### src/rtl/dacu_pkg.sv
package dacu_pkg;
  localparam int REG_W    = 16;
  localparam int CODE_W   = 12;
  localparam int NARROW_W = 8;
  localparam int NCH      = 2;

  // control field positions
  localparam int B_RES  = 12;
  localparam int B_LDHI = 11;
  localparam int B_LDLO = 10;
  localparam int B_AMPH = 7;
  localparam int B_AMPL = 5;
  localparam int B_FMT  = 4;
  localparam int B_IE   = 3;
  localparam int B_FLAG = 2;
  localparam int B_EN   = 1;
  localparam int B_LINK = 0;

  typedef enum logic [1:0] {
    LD_WRITE = 2'd0,
    LD_GROUP = 2'd1,
    LD_TRGA  = 2'd2,
    LD_TRGB  = 2'd3
  } load_sel_e;

  typedef enum logic [1:0] {
    DRV_HIZ  = 2'b00,
    DRV_ZERO = 2'b01,
    DRV_CODE = 2'b10
  } drive_e;
endpackage

### src/rtl/dacu_sync_edge.sv
module dacu_sync_edge #(
  parameter int STAGES = 2
) (
  input  logic clk,
  input  logic rst_n,
  input  logic async_in,
  output logic rise
);
  logic [STAGES-1:0] sync_q, sync_nx;
  logic              prev_q, prev_nx;

  always_comb begin
    sync_nx = {sync_q[STAGES-2:0], async_in};
    prev_nx = sync_q[STAGES-1];
  end

  always_ff @(posedge clk or negedge rst_n) begin
    if (!rst_n) begin
      sync_q <= '0;
      prev_q <= 1'b0;
    end else begin
      sync_q <= sync_nx;
      prev_q <= prev_nx;
    end
  end

  assign rise = sync_q[STAGES-1] & ~prev_q;
endmodule

### src/rtl/dacu_code_map.sv
module dacu_code_map #(
  parameter int DATA_W   = 12,
  parameter int NARROW_W = 8
) (
  input  logic [DATA_W-1:0] raw,
  input  logic              narrow,
  input  logic              signed_fmt,
  output logic [DATA_W-1:0] code
);
  localparam int PAD_W = DATA_W - NARROW_W;

  logic [DATA_W-1:0]   wide_c;
  logic [NARROW_W-1:0] slim_c;

  always_comb begin
    wide_c = raw;
    wide_c[DATA_W-1] = raw[DATA_W-1] ^ signed_fmt;
    slim_c = raw[NARROW_W-1:0];
    slim_c[NARROW_W-1] = raw[NARROW_W-1] ^ signed_fmt;
    code = narrow ? {slim_c, {PAD_W{1'b0}}} : wide_c;
  end
endmodule

### src/rtl/dacu_channel.sv
module dacu_channel
  import dacu_pkg::*;
#(
  parameter int RW = REG_W,
  parameter int CW = CODE_W,
  parameter int NW = NARROW_W
) (
  input  logic          clk,
  input  logic          rst_n,
  input  logic          wr_ctl,
  input  logic          wr_dat,
  input  logic [RW-1:0] wdata,
  input  logic          rise_a,
  input  logic          rise_b,
  input  logic          grp_fire,
  output logic          grp_ready,
  output logic [RW-1:0] ctl_rd,
  output logic [RW-1:0] dat_rd,
  output logic [CW-1:0] code,
  output logic [1:0]    drive
);
  localparam int ZPAD = RW - CW;

  logic [RW-1:0] ctl_q, ctl_nx;
  logic [CW-1:0] dat_q, dat_nx;
  logic [CW-1:0] code_q, code_nx, code_new;
  logic          pend_q, pend_nx;
  logic          ctl_en, dat_en, code_en;
  logic          load_ev, set_flag, enabled;
  load_sel_e     lsel;

  assign lsel    = load_sel_e'(ctl_q[B_LDHI:B_LDLO]);
  assign enabled = ctl_q[B_EN];

  dacu_code_map #(.DATA_W(CW), .NARROW_W(NW)) u_map (
    .raw        (dat_nx),
    .narrow     (ctl_q[B_RES]),
    .signed_fmt (ctl_q[B_FMT]),
    .code       (code_new)
  );

  always_comb begin
    dat_nx = wr_dat ? wdata[CW-1:0] : dat_q;
    dat_en = wr_dat;

    unique case (lsel)
      LD_WRITE: load_ev = wr_dat;
      LD_GROUP: load_ev = grp_fire & enabled;
      LD_TRGA:  load_ev = rise_a & enabled;
      LD_TRGB:  load_ev = rise_b & enabled;
      default:  load_ev = 1'b0;
    endcase

    set_flag = load_ev & (lsel != LD_WRITE);
    code_en  = load_ev;
    code_nx  = code_new;

    ctl_nx = wr_ctl ? wdata : ctl_q;
    if (set_flag) ctl_nx[B_FLAG] = 1'b1;
    ctl_en = wr_ctl | set_flag;

    grp_ready = (lsel == LD_GROUP) & (pend_q | wr_dat);
    pend_nx   = grp_ready & ~grp_fire;
  end

  always_ff @(posedge clk or negedge rst_n) begin
    if (!rst_n) begin
      ctl_q  <= '0;
      dat_q  <= '0;
      code_q <= '0;
      pend_q <= 1'b0;
    end else begin
      if (ctl_en)  ctl_q  <= ctl_nx;
      if (dat_en)  dat_q  <= dat_nx;
      if (code_en) code_q <= code_nx;
      pend_q <= pend_nx;
    end
  end

  always_comb begin
    unique case (ctl_q[B_AMPH:B_AMPL])
      3'b000:  drive = DRV_HIZ;
      3'b001:  drive = DRV_ZERO;
      default: drive = DRV_CODE;
    endcase
  end

  assign ctl_rd = ctl_q;
  assign dat_rd = {{ZPAD{1'b0}}, dat_q};
  assign code   = code_q;
endmodule

### src/rtl/dac_pair_ctrl.sv
module dac_pair_ctrl
  import dacu_pkg::*;
#(
  parameter int RW          = REG_W,
  parameter int CW          = CODE_W,
  parameter int NW          = NARROW_W,
  parameter int SYNC_STAGES = 2
) (
  input  logic          clk,
  input  logic          rst_n,
  input  logic          bus_we,
  input  logic [1:0]    bus_addr,
  input  logic [RW-1:0] bus_wdata,
  output logic [RW-1:0] bus_rdata,
  input  logic          trig_a,
  input  logic          trig_b,
  input  logic          gie,
  output logic [CW-1:0] dac0_code,
  output logic [CW-1:0] dac1_code,
  output logic [1:0]    dac0_drive,
  output logic [1:0]    dac1_drive,
  output logic          irq
);
  localparam int NTRIG = 2;

  logic [1:0]                rst_pipe_q;
  logic                      rst_int_n;
  logic [NTRIG-1:0]          trig_in, trig_rise;
  logic [NCH-1:0][RW-1:0]    ctl_all, dat_all;
  logic [NCH-1:0][CW-1:0]    code_all;
  logic [NCH-1:0][1:0]       drive_all;
  logic [NCH-1:0]            ready_v, fire_v, link_v, fwd_v, bwd_v;

  // reset: asserted at once, released after two edges
  always_ff @(posedge clk or negedge rst_n) begin
    if (!rst_n) rst_pipe_q <= '0;
    else        rst_pipe_q <= {rst_pipe_q[0], 1'b1};
  end
  assign rst_int_n = rst_pipe_q[1];

  assign trig_in = {trig_b, trig_a};

  for (genvar t = 0; t < NTRIG; t++) begin : g_trig
    dacu_sync_edge #(.STAGES(SYNC_STAGES)) u_edge (
      .clk      (clk),
      .rst_n    (rst_int_n),
      .async_in (trig_in[t]),
      .rise     (trig_rise[t])
    );
  end

  for (genvar c = 0; c < NCH; c++) begin : g_ch
    logic sel_c;
    assign sel_c = bus_we & (bus_addr[1] == 1'(c));
    dacu_channel #(.RW(RW), .CW(CW), .NW(NW)) u_ch (
      .clk       (clk),
      .rst_n     (rst_int_n),
      .wr_ctl    (sel_c & ~bus_addr[0]),
      .wr_dat    (sel_c & bus_addr[0]),
      .wdata     (bus_wdata),
      .rise_a    (trig_rise[0]),
      .rise_b    (trig_rise[1]),
      .grp_fire  (fire_v[c]),
      .grp_ready (ready_v[c]),
      .ctl_rd    (ctl_all[c]),
      .dat_rd    (dat_all[c]),
      .code      (code_all[c]),
      .drive     (drive_all[c])
    );
  end

  // a set link bit joins a channel to the next higher one; a run fires
  // only when every member of it is ready
  always_comb begin
    link_v = '0;
    for (int c = 0; c < NCH - 1; c++) link_v[c] = ctl_all[c][B_LINK];
    fwd_v[0] = ready_v[0];
    for (int c = 1; c < NCH; c++)
      fwd_v[c] = ready_v[c] & (~link_v[c-1] | fwd_v[c-1]);
    bwd_v[NCH-1] = ready_v[NCH-1];
    for (int c = NCH - 2; c >= 0; c--)
      bwd_v[c] = ready_v[c] & (~link_v[c] | bwd_v[c+1]);
    fire_v = fwd_v & bwd_v;
  end

  always_comb begin
    irq = 1'b0;
    for (int c = 0; c < NCH; c++)
      irq = irq | (ctl_all[c][B_FLAG] & ctl_all[c][B_IE]);
    irq = irq & gie;
  end

  assign bus_rdata  = bus_addr[0] ? dat_all[bus_addr[1]] : ctl_all[bus_addr[1]];
  assign dac0_code  = code_all[0];
  assign dac1_code  = code_all[1];
  assign dac0_drive = drive_all[0];
  assign dac1_drive = drive_all[1];
endmodule

### config.mk
export PLATFORM = sky130hd
export DESIGN_NAME = dac_pair_ctrl
export DESIGN_NICKNAME = d
export VERILOG_FILES = /design/src/rtl/dacu_pkg.sv /design/src/rtl/dacu_sync_edge.sv /design/src/rtl/dacu_code_map.sv /design/src/rtl/dacu_channel.sv /design/src/rtl/dac_pair_ctrl.sv
export SDC_FILE = /design/constraint.sdc
export NUM_CORES = 1
export LEC_CHECK = 0
export ABC_AREA = 1
export BUFFER_PORTS_ARGS = -buffer_cell sky130_fd_sc_hd__buf_2
export CAP_MARGIN = 30
export CORE_MARGIN = 2
export CORE_UTILIZATION = 40
export DETAILED_ROUTE_END_ITERATION = 7
export SYNTH_ARGS = -nofsm -noshare
export SYNTH_HDL_FRONTEND = slang
export SYNTH_SLANG_ARGS = --single-unit
### constraint.sdc
create_clock -name clk -period 5.6 [get_ports clk]
set_input_delay 1.12 -clock clk [delete_from_list [all_inputs] [get_ports clk]]
set_output_delay 1.12 -clock clk [all_outputs]
set_load 0.005 [all_outputs]
### Word level (Yosys, flattened, before mapping)

Index checks and enable logic that the tools add are counted.

* flip-flop bits (word level): 90
* latch bits: 0
* RAM bits: 0
* ROM bits: 0
* bits of input ports: 24
* memories kept: 0

* add/subtract/negate cells: 0
* multipliers: 0
* div/mod/pow operators: 0
* magnitude comparators: 1
* equality and inequality tests: 8
* shift operators: 0
* multiplexer cells: 17
* bitwise gates (word level): 44
* reduce and logical (&&, ||, !) cells: 12

Operator list (count)
* 2-to-1 mux 16 bit: 4
* 2-to-1 mux 12 bit: 5
* bitwise AND 1 bit: 25
* equality test 2 bit, second input constant: 4
* case mux 1 bit (4 select lines): 2
* case mux 2 bit (2 select lines): 2
* AND reduction 2 bit: 4
* nonzero test 2 bit: 4
* inverter 1 bit: 7
* OR 1 bit: 7
* equality test 3 x 1 -> 1 bit, second input constant: 2
* zero test 3 bit: 2
* 2-to-1 mux 3 bit: 2
* equality test 2 x 1 -> 1 bit, second input constant: 2
* zero test 2 bit: 2
* XOR 1 bit: 4
* bitwise AND 2 bit: 1
* less-than comparator 1 x 2 -> 1 bit, second input constant: 1
* 2-to-1 mux 1 bit: 2

### Depth between registers and ports, before layout

* depth after elaboration: 13
* depth in mapped cells: 13
* gate-level depth less buffers: 11

### By module

Synthesis repeated with hierarchy kept, for this count alone.

* cells, all modules: 607
* area, all modules: 4993.5 um^2

Modules (own cells, without submodules)
* dacu_channel: instances 2, cells an instance 160, area each 1784.2 um^2, seq. area each 1026.0 um^2
* dac_pair_ctrl: instances 1, cells an instance 203, area each 939.7 um^2, seq. area each 50.0 um^2
* dacu_code_map: instances 2, cells an instance 37, area each 157.7 um^2, seq. area each 0.0 um^2
* dacu_sync_edge: instances 2, cells an instance 5, area each 85.1 um^2, seq. area each 75.1 um^2

### Least setup slack after synthesis

Ideal clock, no wire load.

* kind: input port to output port
* start: in bus_addr[0]
* end: out bus_rdata[12]
* arrival: 1.873 ns
* data required time: 4.480 ns
* path slack: 2.607 ns
* stages: 5
* cells stage by stage: inv_1 -> clkbuf_1 -> clkbuf_1 -> o21ai_0 -> a21oi_1

* cells in the longest elaborated chain, start to end: 1

RTL lines
* from (decl): line dac_pair_ctrl.sv:12 `input logic [1:0] bus_addr,`
* 2-to-1 mux 16 bit: line dac_pair_ctrl.sv:93 `assign bus_rdata = bus_addr[0] ? dat_all[bus_addr[1]] : ctl_all[bus_addr[1]];`
* to (decl): line dac_pair_ctrl.sv:14 `output logic [RW-1:0] bus_rdata,`

Every way passes these cells.

### Worst setup path in the final report

* start: in bus_addr[1]
* end: out bus_rdata[11]

* cells in the longest elaborated chain, start to end: 3
* elaborated cells between the ends (all ways): 5
* classes of those cells: mux (5)

RTL lines (line)
* 2-to-1 mux 16 bit (not written as such) / 2-to-1 mux 12 bit (equally long branches): dac_pair_ctrl.sv:93
* 2-to-1 mux 16 bit (not written as such): dac_pair_ctrl.sv:93
* 2-to-1 mux 16 bit (*): dac_pair_ctrl.sv:93

Every way passes the cells marked *; elsewhere a longest branch is shown, timed or not. The select of a mux whose other input is x is not followed.

==> results by group <==
Power and ir drop
  • Clock network power share: 0.234
  • Pint: 0.00116 W
  • Power per Cell Area: 364 nW/µm²
  • P_sw: 0.000558 W
  • Net Sw Frac: 0.325
  • VDD IR-drop max: 0.000149 V
  • Combinational power share: 0.246
  • Overall power: 0.00172 W
  • Leakage power: 2.50 nW
  • Sequential Power Share: 0.520

Yosys
  • Async S/R FF share, synth: 1.00
  • EDFF count, synth: 0
  • Yosys reg bits: 90
  • Synthesized cell area: 4160 µm²
  • Syn_area_per_cell: 8.02 µm²
  • Unique masters post-synth: 24
  • Post-synth top flop: dfrtp_1
  • Syn_nets: 543
  • YS warnings: 0
  • Seq/Total Area, Yosys: 0.541
  • Mapped Cells: 519

Finish
  • Share of layout cells above drive strength 1: 0.166
  • Final Instance Area: 4720 µm²
  • FILL cells: 1048
  • P&R area growth vs syn: 13.3%
  • # diodes: 0
  • Number of nets in the layout: 596
  • Reg area: 2260 µm²
  • Multi-input logic area: 1570 µm²

Setup path
  • Critical Path Fanout Max: 33
  • Slowest stage delay, CP: 0.44 ns
  • CP top delay family: buffers and inverters
  • Crit path max-delay cell type: buf_2
  • Crit path buffers/inverters: 3
  • Crit path kind: input pin to output pin
  • Critical path endpoint category: output pin
  • CP arrival: 2.38 ns
  • Worst path cell trace: buf_2 -> inv_6 -> o21ai_0 -> a21oi_1 -> a21oi_1 -> buf_2
  • CP Launch Type: input pin
  • Worst EP required: 4.48 ns
  • Register-to-register setup slack: 3.91 ns

STA
  • Slew @ Worst Pin: 0.612 ns
  • Final hold viol count: 0
  • Rel. slew slack: 0.591
  • RSZ-0062 raised after global routing: false
  • Fin crit share: 0.625
  • Slew Viols, Final: 0
  • Final setup margin: 2.10 ns
  • Setup_tns: 0 ns
  • Tmin final: 3.50 ns
  • Max Fclk: 0.285 GHz
  • Final hold slack: 0.318 ns
  • Setup-failing EPs final: 0
  • Final Skew: 0.00496 ns

Global route
  • Tot GR Track Use: 0.195
  • First-pass GRT wire length: 17.0 mm
  • Gr ovfl total: 0
  • Largest net degree at the start of global routing: 47
  • Number of global-route vias before repair: 3301
  • Initial antenna violation count: 0

Die
  • Die Y: 106 µm
  • # rows: 37
  • Die footprint: 11200 µm²
  • Core area: 10200 µm²
  • Starting density of the core: 0.407
  • Die W: 106 µm
  • I/O pin count: 69

Placement
  • Final GP Congestion: 0.830
  • Port buffer count: 68
  • Dpl hpwl: 7.43 mm
  • Pre-CTS WS: 2.14 ns
  • Placed Area: 4560 µm²

Routing
  • Drt total wl: 10.4 mm
  • Residual DRC count: 0
  • Pre-Repair DR Iteration Count: 5
  • ANT nets after route: 0
  • Via density: 4.91
  • Vias: 3484
  • WL/cell: 14.7 µm
  • Initial DRC Count: 319

Min path
  • HP Class: register to async pin

Clocking
  • Num Clock Sinks: 90
  • Longest Clk Path Bufs: 2
  • Worst-path clk slew: 0.08 ns
  • Root buffer cell: clkbuf_8
  • H-tree Lvls: 3
  • Worst-Skew Late Latency: 0.36 ns
  • Number of hold buffers added after cts: 0
  • Post-cts sizing count: 0
  • Setup Fix Bufs, Post-CTS: 0
  • CTS tree: done
  • TritonCTS Buffers: 9

Flow run
  • Max-Cap Viols: 0

Status
  • Status: finished clean
==> cell usage in the layout (no fill, tap or decap) <==
cell type / n
clkbuf_8: 11
o21ai_0: 76
buf_2: 68
o211ai_1: 1
buf_4: 1
a21boi_0: 3
nor3_4: 1
nand2_1: 152
nor2_1: 41
nand3_2: 2
nand3b_1: 3
a21oi_1: 11
dfrtp_1: 89
inv_1: 49
inv_2: 1
o22ai_1: 9
nand2_2: 6
or2_2: 2
dfrtp_4: 1
o21ai_1: 12
clkbuf_1: 2
conb_1: 1
inv_6: 1
buf_8: 1
mux2i_1: 1
nand3_1: 29
==> state kept, by name (all words and copies together) (netlist names) <==
name,count
rst_pipe_q,2
g_ch.u_ch.code,24
g_trig.u_edge.sync_q,4
g_trig.u_edge.prev_q,2
g_ch.u_ch.pend_q,2
g_ch.u_ch.dat_q,24
g_ch.u_ch.ctl_rd,32
==> power groups by stage <==
stage | logic, W | clock network (W) | registers, W
floorplan | 0.000255 | 0 | 0.000893
CTS | 0.000428 | 0.000409 | 0.000892
detailed placement | 0.000427 | 0 | 0.000902
finish | 0.000422 | 0.000402 | 0.000892
global placement | 0.000418 | 0 | 0.000900
global route | 0.000486 | 0.000438 | 0.000912
==> cell usage after synthesis (2+ instances only) <==
master	n	area share
o21ai_0	76	0.091
nand3_1	29	0.035
nand3b_1	3	0.0054
clkbuf_1	17	0.015
nand2_1	152	0.14
inv_1	49	0.044
buf_2	7	0.0084
nand3_2	2	0.0048
dfrtp_1	90	0.54
a21oi_1	11	0.013
o22ai_1	9	0.014
o21ai_1	12	0.014
nor2_1	41	0.037
or2_2	2	0.0030
a21boi_0	3	0.0054
buf_6	3	0.0081
nand2_2	6	0.0090
==> stage by stage <==
| step | utilization | instances |
|---|---|---|
| 4_1_cts | 0.461 | 710 |
| 2_1_floorplan | - | 519 |
| 5_1_grt | 0.461 | 710 |
| 3_3_place_gp | 0.444 | 696 |
| 3_5_place_dp | 0.446 | 697 |
| 6_report | 0.461 | 710 |
==> metal layers <==
layer,vias up,track usage,share of wire
li1,1753,-,-
met1,1632,0.273,0.48
met2,87,0.313,0.46
met3,12,0.0239,0.036
met4,0,0.0705,0.017
met5,-,0,0
==> cell type report <==
type / count / area share
clock buffers: 13 / 0.0337
inverters: 51 / 0.0416
multi-input cells: 350 / 0.334
flip-flops and latches: 90 / 0.478
well taps: 136 / 0.0361
repair buffers: 70 / 0.0769
==> logic make-up after synthesis <==
family / count (synthesis) / share of synthesized area
AO/OA/AOI/OAI: 112 / 0.140
buffers and inverters: 79 / 0.0809
flip-flops: 90 / 0.541
multiplexers: 1 / 0.00240
other: 1 / 0.000901
AND/OR/NAND/NOR: 236 / 0.235
==> final timing paths <==
kind / start / endpoint / depth (start not counted)
worst max-delay path: bus_addr[1] / bus_rdata[11] / 6
worst min-delay path: rst_pipe_q[1]$_DFF_PN0_ / g_ch[0].u_ch.ctl_rd[13]$_DFFE_PN0P_ / 0
worst max register to register: g_ch[0].u_ch.ctl_rd[11]$_DFFE_PN0P_ / g_ch[0].u_ch.code[8]$_DFFE_PN0P_ / 7
worst min register to register: rst_pipe_q[1]$_DFF_PN0_ / g_ch[0].u_ch.ctl_rd[13]$_DFFE_PN0P_ / 0
max in group asynchronous: rst_pipe_q[1]$_DFF_PN0_ / g_ch[0].u_ch.dat_q[1]$_DFFE_PN0P_ / 1
min in group clk: g_trig[0].u_edge.sync_q[0]$_DFF_PN0_ / g_trig[0].u_edge.sync_q[1]$_DFF_PN0_ / 0
Note: power is estimated with default switching activity, not from simulation.
